File: config.mk
export PLATFORM = sky130hd
export DESIGN_NAME = mvote_rx
export DESIGN_NICKNAME = d
export VERILOG_FILES = /design/src/rtl/mvrx_pkg.sv /design/src/rtl/mvrx_deser.sv /design/src/rtl/mvrx_fifo.sv /design/src/rtl/mvrx_crc_mon.sv /design/src/rtl/mvote_rx.sv
export SDC_FILE = /design/constraint.sdc
export NUM_CORES = 1
export LEC_CHECK = 0
export BUFFER_PORTS_ARGS = -buffer_cell sky130_fd_sc_hd__buf_2
export CAP_MARGIN = 20
export CORE_MARGIN = 2
export CORE_UTILIZATION = 45
export CTS_CLUSTER_DIAMETER = 60
export CTS_CLUSTER_SIZE = 20
export DETAILED_ROUTE_END_ITERATION = 8
export SYNTH_ARGS = -nofsm -noshare
export SYNTH_HDL_FRONTEND = slang
export SYNTH_SLANG_ARGS = --single-unit
export TNS_END_PERCENT = 1
File: constraint.sdc
create_clock -name clk_i -period 4.9 [get_ports clk_i]
set_clock_uncertainty 0.15 [all_clocks]
set_input_delay 0.98 -clock clk_i [delete_from_list [all_inputs] [get_ports clk_i]]
set_output_delay 0.98 -clock clk_i [all_outputs]
set_load 0.01 [all_outputs]
File: src/rtl/mvrx_pkg.sv
package mvrx_pkg;
  localparam int unsigned BYTE_W = 8;
  localparam logic [15:0] CRC_INIT = 16'hFFFF;
  localparam logic [15:0] CRC_POLY = 16'h1021;
  localparam logic [15:0] CRC_GOOD = 16'h1D0F;

  typedef enum logic [2:0] {
    ST_IDLE, ST_START, ST_DATA, ST_WAKE, ST_PAR, ST_STOP1, ST_STOP2
  } rx_state_e;

  typedef struct packed {
    logic              wake;
    logic [BYTE_W-1:0] data;
  } rx_word_t;

  function automatic logic [15:0] crc16_byte(input logic [15:0] c, input logic [BYTE_W-1:0] d);
    logic [15:0] r;
    r = c;
    for (int i = BYTE_W - 1; i >= 0; i--) begin
      if (r[15] ^ d[i]) r = {r[14:0], 1'b0} ^ CRC_POLY;
      else              r = {r[14:0], 1'b0};
    end
    return r;
  endfunction
endpackage

File: src/rtl/mvrx_deser.sv
module mvrx_deser
  import mvrx_pkg::*;
#(
  parameter int unsigned OVS = 16
) (
  input  logic     clk_i,
  input  logic     rst_ni,
  input  logic     tick_i,
  input  logic     rx_i,
  input  logic     en_i,
  input  logic     wake_en_i,
  input  logic     par_en_i,
  input  logic     par_odd_i,
  input  logic     two_stop_i,
  output logic     busy_o,
  output logic     done_o,
  output rx_word_t word_o,
  output logic     par_err_o,
  output logic     frm_err_o
);
  localparam int unsigned PH_W = $clog2(OVS);
  localparam int unsigned MID  = OVS / 2;
  localparam logic [PH_W-1:0] PH_V0   = PH_W'(MID - 1);
  localparam logic [PH_W-1:0] PH_V1   = PH_W'(MID);
  localparam logic [PH_W-1:0] PH_V2   = PH_W'(MID + 1);
  localparam logic [PH_W-1:0] PH_LAST = PH_W'(OVS - 1);

  rx_state_e         state_q;
  logic [PH_W-1:0]   ph_q;
  logic [2:0]        idx_q;
  logic [BYTE_W-1:0] sh_q;
  logic [1:0]        ones_q;
  logic              bit_q, wake_q, par_q, frm_q;
  logic [1:0]        vote_sum;
  logic              vote;
  rx_state_e         after_data, after_wake;

  always_comb begin
    vote_sum   = ones_q + {1'b0, rx_i};
    vote       = vote_sum[1];
    after_wake = par_en_i ? ST_PAR : ST_STOP1;
    after_data = wake_en_i ? ST_WAKE : after_wake;
  end

  assign busy_o = (state_q != ST_IDLE);

  always_ff @(posedge clk_i or negedge rst_ni) begin
    if (!rst_ni) begin
      state_q   <= ST_IDLE;
      ph_q      <= '0;
      idx_q     <= '0;
      sh_q      <= '0;
      ones_q    <= '0;
      bit_q     <= 1'b1;
      wake_q    <= 1'b0;
      par_q     <= 1'b0;
      frm_q     <= 1'b0;
      done_o    <= 1'b0;
      word_o    <= '0;
      par_err_o <= 1'b0;
      frm_err_o <= 1'b0;
    end else begin
      done_o <= 1'b0;
      if (!en_i) begin
        state_q <= ST_IDLE;
      end else if (tick_i) begin
        if (state_q == ST_IDLE) begin
          if (!rx_i) begin
            state_q <= ST_START;
            ph_q    <= PH_W'(1);
            ones_q  <= '0;
          end
        end else begin
          ph_q <= (ph_q == PH_LAST) ? '0 : ph_q + 1'b1;
          if (ph_q == PH_V0 || ph_q == PH_V1) ones_q <= ones_q + {1'b0, rx_i};
          if (ph_q == PH_V2) begin
            bit_q  <= vote;
            ones_q <= '0;
            unique case (state_q)
              ST_START: if (vote) state_q <= ST_IDLE;
              ST_STOP1: begin
                frm_q <= ~vote;
                if (!two_stop_i) begin
                  state_q   <= ST_IDLE;
                  done_o    <= 1'b1;
                  word_o    <= '{wake: wake_q, data: sh_q};
                  par_err_o <= par_en_i & ((^sh_q ^ wake_q ^ par_q) != par_odd_i);
                  frm_err_o <= ~vote;
                end
              end
              ST_STOP2: begin
                state_q   <= ST_IDLE;
                done_o    <= 1'b1;
                word_o    <= '{wake: wake_q, data: sh_q};
                par_err_o <= par_en_i & ((^sh_q ^ wake_q ^ par_q) != par_odd_i);
                frm_err_o <= frm_q;
              end
              default: ;
            endcase
          end
          if (ph_q == PH_LAST) begin
            unique case (state_q)
              ST_START: begin
                state_q <= ST_DATA;
                idx_q   <= '0;
                wake_q  <= 1'b0;
                par_q   <= 1'b0;
              end
              ST_DATA: begin
                sh_q <= {bit_q, sh_q[BYTE_W-1:1]};
                if (idx_q == 3'(BYTE_W - 1)) state_q <= after_data;
                else                         idx_q   <= idx_q + 1'b1;
              end
              ST_WAKE: begin
                wake_q  <= bit_q;
                state_q <= after_wake;
              end
              ST_PAR: begin
                par_q   <= bit_q;
                state_q <= ST_STOP1;
              end
              ST_STOP1: state_q <= ST_STOP2;
              default: ;
            endcase
          end
        end
      end
    end
  end
endmodule

File: src/rtl/mvrx_fifo.sv
module mvrx_fifo #(
  parameter int unsigned DEPTH = 4,
  parameter int unsigned W     = 9,
  localparam int unsigned AW   = (DEPTH > 1) ? $clog2(DEPTH) : 1,
  localparam int unsigned CW   = $clog2(DEPTH + 1)
) (
  input  logic          clk_i,
  input  logic          rst_ni,
  input  logic          push_i,
  input  logic [W-1:0]  wdata_i,
  input  logic          pop_i,
  output logic [W-1:0]  rdata_o,
  output logic          valid_o,
  output logic          full_o,
  output logic [CW-1:0] count_o
);
  logic [W-1:0]  mem_q [DEPTH];
  logic [AW-1:0] wp_q, rp_q;
  logic [CW-1:0] cnt_q;
  logic          do_push, do_pop;

  assign valid_o = (cnt_q != '0);
  assign full_o  = (cnt_q == CW'(DEPTH));
  assign count_o = cnt_q;
  assign rdata_o = mem_q[rp_q];
  assign do_push = push_i & ~full_o;
  assign do_pop  = pop_i & valid_o;

  always_ff @(posedge clk_i or negedge rst_ni) begin
    if (!rst_ni) begin
      wp_q  <= '0;
      rp_q  <= '0;
      cnt_q <= '0;
      for (int i = 0; i < DEPTH; i++) mem_q[i] <= '0;
    end else begin
      if (do_push) begin
        mem_q[wp_q] <= wdata_i;
        wp_q <= (wp_q == AW'(DEPTH - 1)) ? '0 : wp_q + 1'b1;
      end
      if (do_pop) rp_q <= (rp_q == AW'(DEPTH - 1)) ? '0 : rp_q + 1'b1;
      if (do_push && !do_pop)      cnt_q <= cnt_q + 1'b1;
      else if (do_pop && !do_push) cnt_q <= cnt_q - 1'b1;
    end
  end
endmodule

File: src/rtl/mvrx_crc_mon.sv
module mvrx_crc_mon
  import mvrx_pkg::*;
#(
  parameter int unsigned OVS = 16
) (
  input  logic              clk_i,
  input  logic              rst_ni,
  input  logic              tick_i,
  input  logic              byte_done_i,
  input  logic [BYTE_W-1:0] byte_i,
  input  logic              rx_busy_i,
  input  logic              wake_en_i,
  input  logic              par_en_i,
  input  logic              two_stop_i,
  output logic              pkt_end_o,
  output logic              crc_bad_o
);
  localparam int unsigned CNT_W = $clog2(OVS * 13 + 1);

  logic [15:0]      crc_q;
  logic             armed_q;
  logic [CNT_W-1:0] idle_q, char_len;
  logic [3:0]       nbits;

  always_comb begin
    nbits    = 4'd10 + {3'b0, wake_en_i} + {3'b0, par_en_i} + {3'b0, two_stop_i};
    char_len = CNT_W'(OVS) * CNT_W'(nbits);
  end

  always_ff @(posedge clk_i or negedge rst_ni) begin
    if (!rst_ni) begin
      crc_q     <= CRC_INIT;
      armed_q   <= 1'b0;
      idle_q    <= '0;
      pkt_end_o <= 1'b0;
      crc_bad_o <= 1'b0;
    end else begin
      pkt_end_o <= 1'b0;
      crc_bad_o <= 1'b0;
      if (byte_done_i) begin
        crc_q   <= crc16_byte(crc_q, byte_i);
        armed_q <= 1'b1;
        idle_q  <= '0;
      end else if (rx_busy_i) begin
        idle_q <= '0;
      end else if (tick_i && armed_q) begin
        if (idle_q == char_len - 1'b1) begin
          pkt_end_o <= (crc_q == CRC_GOOD);
          crc_bad_o <= (crc_q != CRC_GOOD);
          crc_q     <= CRC_INIT;
          armed_q   <= 1'b0;
          idle_q    <= '0;
        end else begin
          idle_q <= idle_q + 1'b1;
        end
      end
    end
  end
endmodule

File: src/rtl/mvote_rx.sv
module mvote_rx
  import mvrx_pkg::*;
#(
  parameter int unsigned OVS         = 16,
  parameter int unsigned DEPTH       = 4,
  parameter int unsigned SYNC_STAGES = 2
) (
  input  logic              clk_i,
  input  logic              rst_ni,
  input  logic              tick_i,
  input  logic              rx_i,
  input  logic              rx_en_i,
  input  logic              wake_en_i,
  input  logic              par_en_i,
  input  logic              par_odd_i,
  input  logic              two_stop_i,
  input  logic              clr_i,
  input  logic              rd_i,
  output logic [BYTE_W-1:0] rd_data_o,
  output logic              rd_wake_o,
  output logic              rd_valid_o,
  output logic              buf_full_o,
  output logic              pkt_end_o,
  output logic              err_crc_o,
  output logic              err_par_o,
  output logic              err_ovr_o,
  output logic              err_frm_o,
  output logic              irq_o
);
  localparam int unsigned CW = $clog2(DEPTH + 1);
  localparam int unsigned NF = 5;

  logic          rx_s;
  logic          busy, frame_done, par_err, frm_err, pkt_hit, crc_bad;
  rx_word_t      word, head;
  logic [CW-1:0] fifo_cnt;
  logic [NF-1:0] flag_q, flag_set;

  generate
    if (SYNC_STAGES == 0) begin : g_nosync
      assign rx_s = rx_i;
    end else if (SYNC_STAGES == 1) begin : g_sync1
      logic s_q;
      always_ff @(posedge clk_i or negedge rst_ni)
        if (!rst_ni) s_q <= 1'b1;
        else         s_q <= rx_i;
      assign rx_s = s_q;
    end else begin : g_syncn
      logic [SYNC_STAGES-1:0] s_q;
      always_ff @(posedge clk_i or negedge rst_ni)
        if (!rst_ni) s_q <= '1;
        else         s_q <= {s_q[SYNC_STAGES-2:0], rx_i};
      assign rx_s = s_q[SYNC_STAGES-1];
    end
  endgenerate

  mvrx_deser #(.OVS(OVS)) u_deser (
    .clk_i, .rst_ni, .tick_i,
    .rx_i       (rx_s),
    .en_i       (rx_en_i),
    .wake_en_i, .par_en_i, .par_odd_i, .two_stop_i,
    .busy_o     (busy),
    .done_o     (frame_done),
    .word_o     (word),
    .par_err_o  (par_err),
    .frm_err_o  (frm_err)
  );

  mvrx_fifo #(.DEPTH(DEPTH), .W($bits(rx_word_t))) u_fifo (
    .clk_i, .rst_ni,
    .push_i  (frame_done),
    .wdata_i (word),
    .pop_i   (rd_i),
    .rdata_o (head),
    .valid_o (rd_valid_o),
    .full_o  (buf_full_o),
    .count_o (fifo_cnt)
  );

  mvrx_crc_mon #(.OVS(OVS)) u_crc (
    .clk_i, .rst_ni, .tick_i,
    .byte_done_i (frame_done),
    .byte_i      (word.data),
    .rx_busy_i   (busy),
    .wake_en_i, .par_en_i, .two_stop_i,
    .pkt_end_o   (pkt_hit),
    .crc_bad_o   (crc_bad)
  );

  // set wins over a simultaneous clear
  assign flag_set = {pkt_hit, crc_bad,
                     frame_done & par_err,
                     frame_done & buf_full_o,
                     frame_done & frm_err};

  always_ff @(posedge clk_i or negedge rst_ni) begin
    if (!rst_ni) flag_q <= '0;
    else         flag_q <= flag_set | (flag_q & ~{NF{clr_i}});
  end

  assign {pkt_end_o, err_crc_o, err_par_o, err_ovr_o, err_frm_o} = flag_q;
  assign rd_data_o = head.data;
  assign rd_wake_o = head.wake;
  assign irq_o     = buf_full_o | pkt_end_o;
endmodule

* Word level (Yosys, flattened, before mapping)
Index checks and enable logic that the tools add are counted.
** Operators by class
- $lt $le $gt $ge :: 3
- Mux-type cells :: 81
- Equality and inequality tests :: 24
- Bitwise logic cells :: 33
- Add/subtract/negate cells :: 12
- Reduce and logical (&&, ||, !) cells :: 31
** Operators by type and width (count)
- 16-bit two-way mux :: 11
- 13-bit two-way mux :: 8
- 3-bit two-way mux :: 13
- 36-bit bitwise mux :: 1
- 9-bit two-way mux :: 4
- 8-bit two-way mux :: 4
- 3-bit NOT :: 8
- 1-bit two-way mux :: 20
- 5-bit AND reduction :: 4
- 9-bit binary-select mux with 2-bit select :: 1
- 9-bit demux with 2-bit select :: 1
- 9-bit case mux with 2 select lines :: 1
- 16-bit by 13-bit equality test with 1-bit output (second input constant) :: 1
- 16-bit by 13-bit inequality test with 1-bit output (second input constant) :: 1
- 3-bit equality test (second input constant) :: 5
- 3-bit case mux with 5 select lines :: 1
- 2-bit nonzero test :: 7
- 4-bit equality test (second input constant) :: 3
- 2-bit two-way mux :: 6
- 4-bit two-way mux :: 3
- 6-bit AND reduction :: 2
- 3-bit nonzero test :: 4
- 1-bit case mux with 2 select lines :: 5
- 1-bit XOR :: 10
- 37 further kinds :: 60
** Word-level totals
- Bits in registers :: 113
- Output and inout bits :: 17
- Bits of input ports :: 11

* Logic depth before layout (Yosys ltp)
- Word-level depth :: 24
- Depth in mapped cells :: 8
- Gate-level depth less buffers :: 8

* Modules after synthesis
Synthesis repeated with hierarchy kept, for this count alone.
** Second synthesis, totals
- Cell total of the unflattened synthesis :: 449
- Area total of the unflattened synthesis :: 5716.7 µm²
** Modules (own cells, without submodules)
- mvrx_deser :: area an instance 1984.4 µm², instances 1, cells each 181, seq. area each 902.1 µm²
- mvrx_fifo :: area an instance 1968.1 µm², instances 1, cells each 123, seq. area each 1076.0 µm²
- mvrx_crc_mon :: area an instance 1532.7 µm², instances 1, cells each 131, seq. area each 695.7 µm²
- mvote_rx :: area an instance 231.5 µm², instances 1, cells each 14, seq. area each 177.7 µm²

* Worst setup path after synthesis
No wires, ideal clock.
- Path kind :: input port to flip-flop
- Start point :: in wake_en_i
- End point :: reg u_crc.crc_q[0]
- Path slack :: 1.638 ns
- Cell stages on the path :: 6
- Data arrival time :: 3.029 ns
- Data required time :: 4.666 ns
- Buffers on the path :: 0
- Path through :: fa_1 > ha_1 > xnor2_1 > nand4_4 > o41a_1 > a221o_1
** Between the ends
- Word-level cells in the longest chain between the ends :: 7
** Ends and longest elaborated chain
- start, declared :: RTL line mvote_rx.sv:13 : input logic wake_en_i,
- 4-bit by 1-bit adder with 4-bit output (3 in series) :: RTL line mvrx_crc_mon.sv:26 : nbits = 4'd10 + {3'b0, wake_en_i} + {3'b0, par_en_i} + {3'b0, two_stop_i};
- 8-bit by 1-bit subtractor with 8-bit output :: RTL line mvrx_crc_mon.sv:47 : if (idle_q == char_len - 1'b1) begin
- 8-bit equality test :: RTL line mvrx_crc_mon.sv:47
- 2-bit nonzero test (no source line)
- 3-bit AND reduction (no source line)
- end signal, assigned :: RTL line mvrx_crc_mon.sv:41 : crc_q <= crc16_byte(crc_q, byte_i);
- end, declared :: RTL line mvrx_crc_mon.sv:20 : logic [15:0] crc_q;
Every way passes these cells.
A chain may end at the register's enable or synchronous reset.

* Worst setup path after layout
- Start point :: reg u_fifo.cnt_q[0], in the netlist u_fifo.count_o[0]
- End point :: out irq_o
** Between the ends
- Word-level cells in the longest chain between the ends :: 2
** Ends and longest elaborated chain
- start, declared :: RTL line mvrx_fifo.sv:19 : logic [CW-1:0] cnt_q;
- start signal, assigned :: RTL line mvrx_fifo.sv:41 : if (do_push && !do_pop) cnt_q <= cnt_q + 1'b1;
- start signal, assigned :: RTL line mvrx_fifo.sv:42 : else if (do_pop && !do_push) cnt_q <= cnt_q - 1'b1;
- 3-bit equality test :: RTL line mvrx_fifo.sv:23 : assign full_o = (cnt_q == CW'(DEPTH));
- 1-bit bitwise OR :: RTL line mvote_rx.sv:104 : assign irq_o = buf_full_o | pkt_end_o;
- end, declared :: RTL line mvote_rx.sv:28 : output logic irq_o
Every way passes these cells.

==> metrics.csv <==
metric,value,unit
outcome,"finished, final reports clean",
hold_depth,0,
synth_area_per_cell,12.7,um^2
crit_type,reg2out,
cts_tree,done,
p_leak,3.01,nW
comb_power_share,0.086,
ant_nets,0,
pwr-share-clk,0.490,
path_clk_slew,0.05,ns
synth_cells,444,
drv_cap,0,
cts_buffers,17,
hold_end,g_syncn.s_q[1],
rows,40,
rsz0062_at_grt,no,
drive_gt1_frac,0.321,
grt_overflow,0,
m1WireLength,5320,um
routed.top_layer,met4,
clock_path_buffers,2,
totalWireLength,11300,um
synthArstFlopShare,1.00,
r2r-end,u_fifo.count_o[1],
cp_data_arrival_time,2.05,ns
pwr-share-seq,0.424,
nets,507,
gp_congestion,0.808,
initial_core_util,0.466,
h-tree-depth,4,
fillers,1082,
final_cell_mix,"dfrtp_1 (94), mux2_2 (57), xnor2_1 (29)",
maxSlewViolCount,0,
port_buffers,27,
route.vias.total,3640,
p_sw_frac,0.237,
dp_hpwl,7750,um
period_share,0.650,
p_int,1.85,mW
path_max_fanout,4,
tns,0,ns
post-cts-setup-buffer-count,0,
netlist_area,0.00564,mm^2
synth_cell_types,71,
ioPinCount,28,
synth_ff_type,dfrtp_1,
root_buffer,clkbuf_16,
grt_max_degree,47,
fp.coreArea,0.0121,mm^2
layout.cells.non_filler,660,
hold_start,g_syncn.s_q[0],
drt_iter0_markers,170,
cts_resized,0,
via_per_inst,5.52,
tightestPinTransition,1.02,ns
min-delay-path-class,reg2reg,
first_pass_iters,5,
grt_pass1_vias,3707,
wl_per_cell,17.2,um
area_growth,15.1,%
grt_first_pass_wirelength,19300,um
r2r-start,u_fifo.count_o[0],
clock-sinks,113,
wl_met2,5390,um
cp-start-kind,flop,
final_util,0.536,
antenna_found_initial,0,
ys_seq_area_frac,0.505,
drc_errors,0,
reg2reg_depth,6,
required,3.77,ns
setup_viol,0,
dp_cells,628,
power.net_switching,574,uW
synth-seq-cells,113,
rrSetupSlack,2.08,ns
clock_latency,0.41,ns
crit_path_end_kind,output port,
final_common_cell,dfrtp_1,
n_antenna_cell,0,
vdd.ir_drop.worst,235,uV
syn_nets,472,
power_density,373,mW/mm^2
max_freq,0.314,GHz
dieArea,0.0135,mm^2
die_y,116,um
synth_enable_flop_cells,0,
hold_viol,0,
slew_headroom,0.316,
yosys_warnings,0,
wl_met3,419,um
chipWidth,116,um
cts_hold_buf,0,
fin_crit,3.18,ns
grt_usage,0.190,
-- sequential cells by signal, indices dropped and copies added (netlist names), 2 cells and up --
name	count
u_deser.idx_q	3
u_deser.word_o	9
u_fifo.wp_q	2
u_crc.crc_q	16
flag_q	5
g_syncn.s_q	2
u_deser.sh_q	8
u_fifo.rp_q	2
u_fifo.count_o	3
u_fifo.mem_q	36
u_deser.ones_q	2
u_deser.state_q	3
u_deser.ph_q	4
u_crc.idle_q	8
-- synth_stat cells, types with 6 or more instances --
cell type	instances	share of area
a22o_1	6	0.0093
mux2_2	57	0.11
nor2_1	12	0.0080
mux4_2	9	0.036
a2bb2oi_1	11	0.017
inv_1	10	0.0067
nor3_1	9	0.0080
a21oi_1	6	0.0053
dfrtp_1	94	0.42
dfstp_2	19	0.088
clkbuf_1	6	0.0040
o21ai_0	18	0.016
xor2_1	11	0.017
nand2_1	27	0.018
nand2b_1	6	0.0067
nand3_1	10	0.0089
ha_1	15	0.033
xnor2_1	29	0.045
-- kinds of logic after synthesis --
family	share of synthesized area
flops	0.505
simple gates	0.103
compound gates	0.107
mux	0.151
xor+xnor	0.0689
buf+inv	0.0239
fa+ha+maj	0.0403
-- how the worst max path moves through the flow --
stage,slack (ns),startpoint,end,cells after the start
after CTS,1.65,u_fifo.count_o[0],irq_o,3
after floorplan,1.64,wake_en_i,u_crc.crc_q[0],6
after global placement,1.44,wake_en_i,u_crc.crc_q[9],7
after detailed placement,1.37,par_en_i,u_crc.crc_q[0],7
after global routing,1.59,u_fifo.count_o[0],irq_o,3
final,1.72,u_fifo.count_o[0],irq_o,3
-- stage by stage --
stage	power [mW]	instance area, um^2	setup WS (ns)	hold slack, ns
after global placement	1.25	5920	1.44	0.196
after detailed placement	1.25	5920	1.37	0.198
after global routing	2.54	6500	1.59	0.216
final	2.42	6500	1.72	0.205
after CTS	2.45	6500	1.65	0.206
after floorplan	1.18	5640	1.64	0.195
-- critical path, cell delays in order, from the launching register on --
cell and delay (ns):
dfrtp_1 0.43, nor3b_1 0.86, or2_2 0.24, buf_2 0.12
-- per-layer routing --
metal / track usage / vias to the layer above
met5: 0 / -
met4: 0.0865 / 0
met3: 0.0481 / 15
met2: 0.293 / 76
met1: 0.254 / 1838
li1: - / 1711
-- power by group through the flow --
stage	combinational (mW)	clock, mW	sequential [mW]
final	0.208	1.19	1.03
after global routing	0.238	1.26	1.04
after CTS	0.212	1.21	1.03
after detailed placement	0.211	0	1.04
after global placement	0.207	0	1.04
after floorplan	0.174	0	1.01
-- final cells by class --
class / count / area [um^2] / share of cell area
inverters: 10 / 37.5 / 0.00578
clock buffers: 26 / 489 / 0.0753
well taps: 168 / 210 / 0.0324
multi-input cells: 306 / 2660 / 0.409
clock inverters: 6 / 82.6 / 0.0127
flip-flops and latches: 113 / 2850 / 0.439
repair buffers: 31 / 168 / 0.0258
Note: power is estimated with default switching activity, not from simulation.
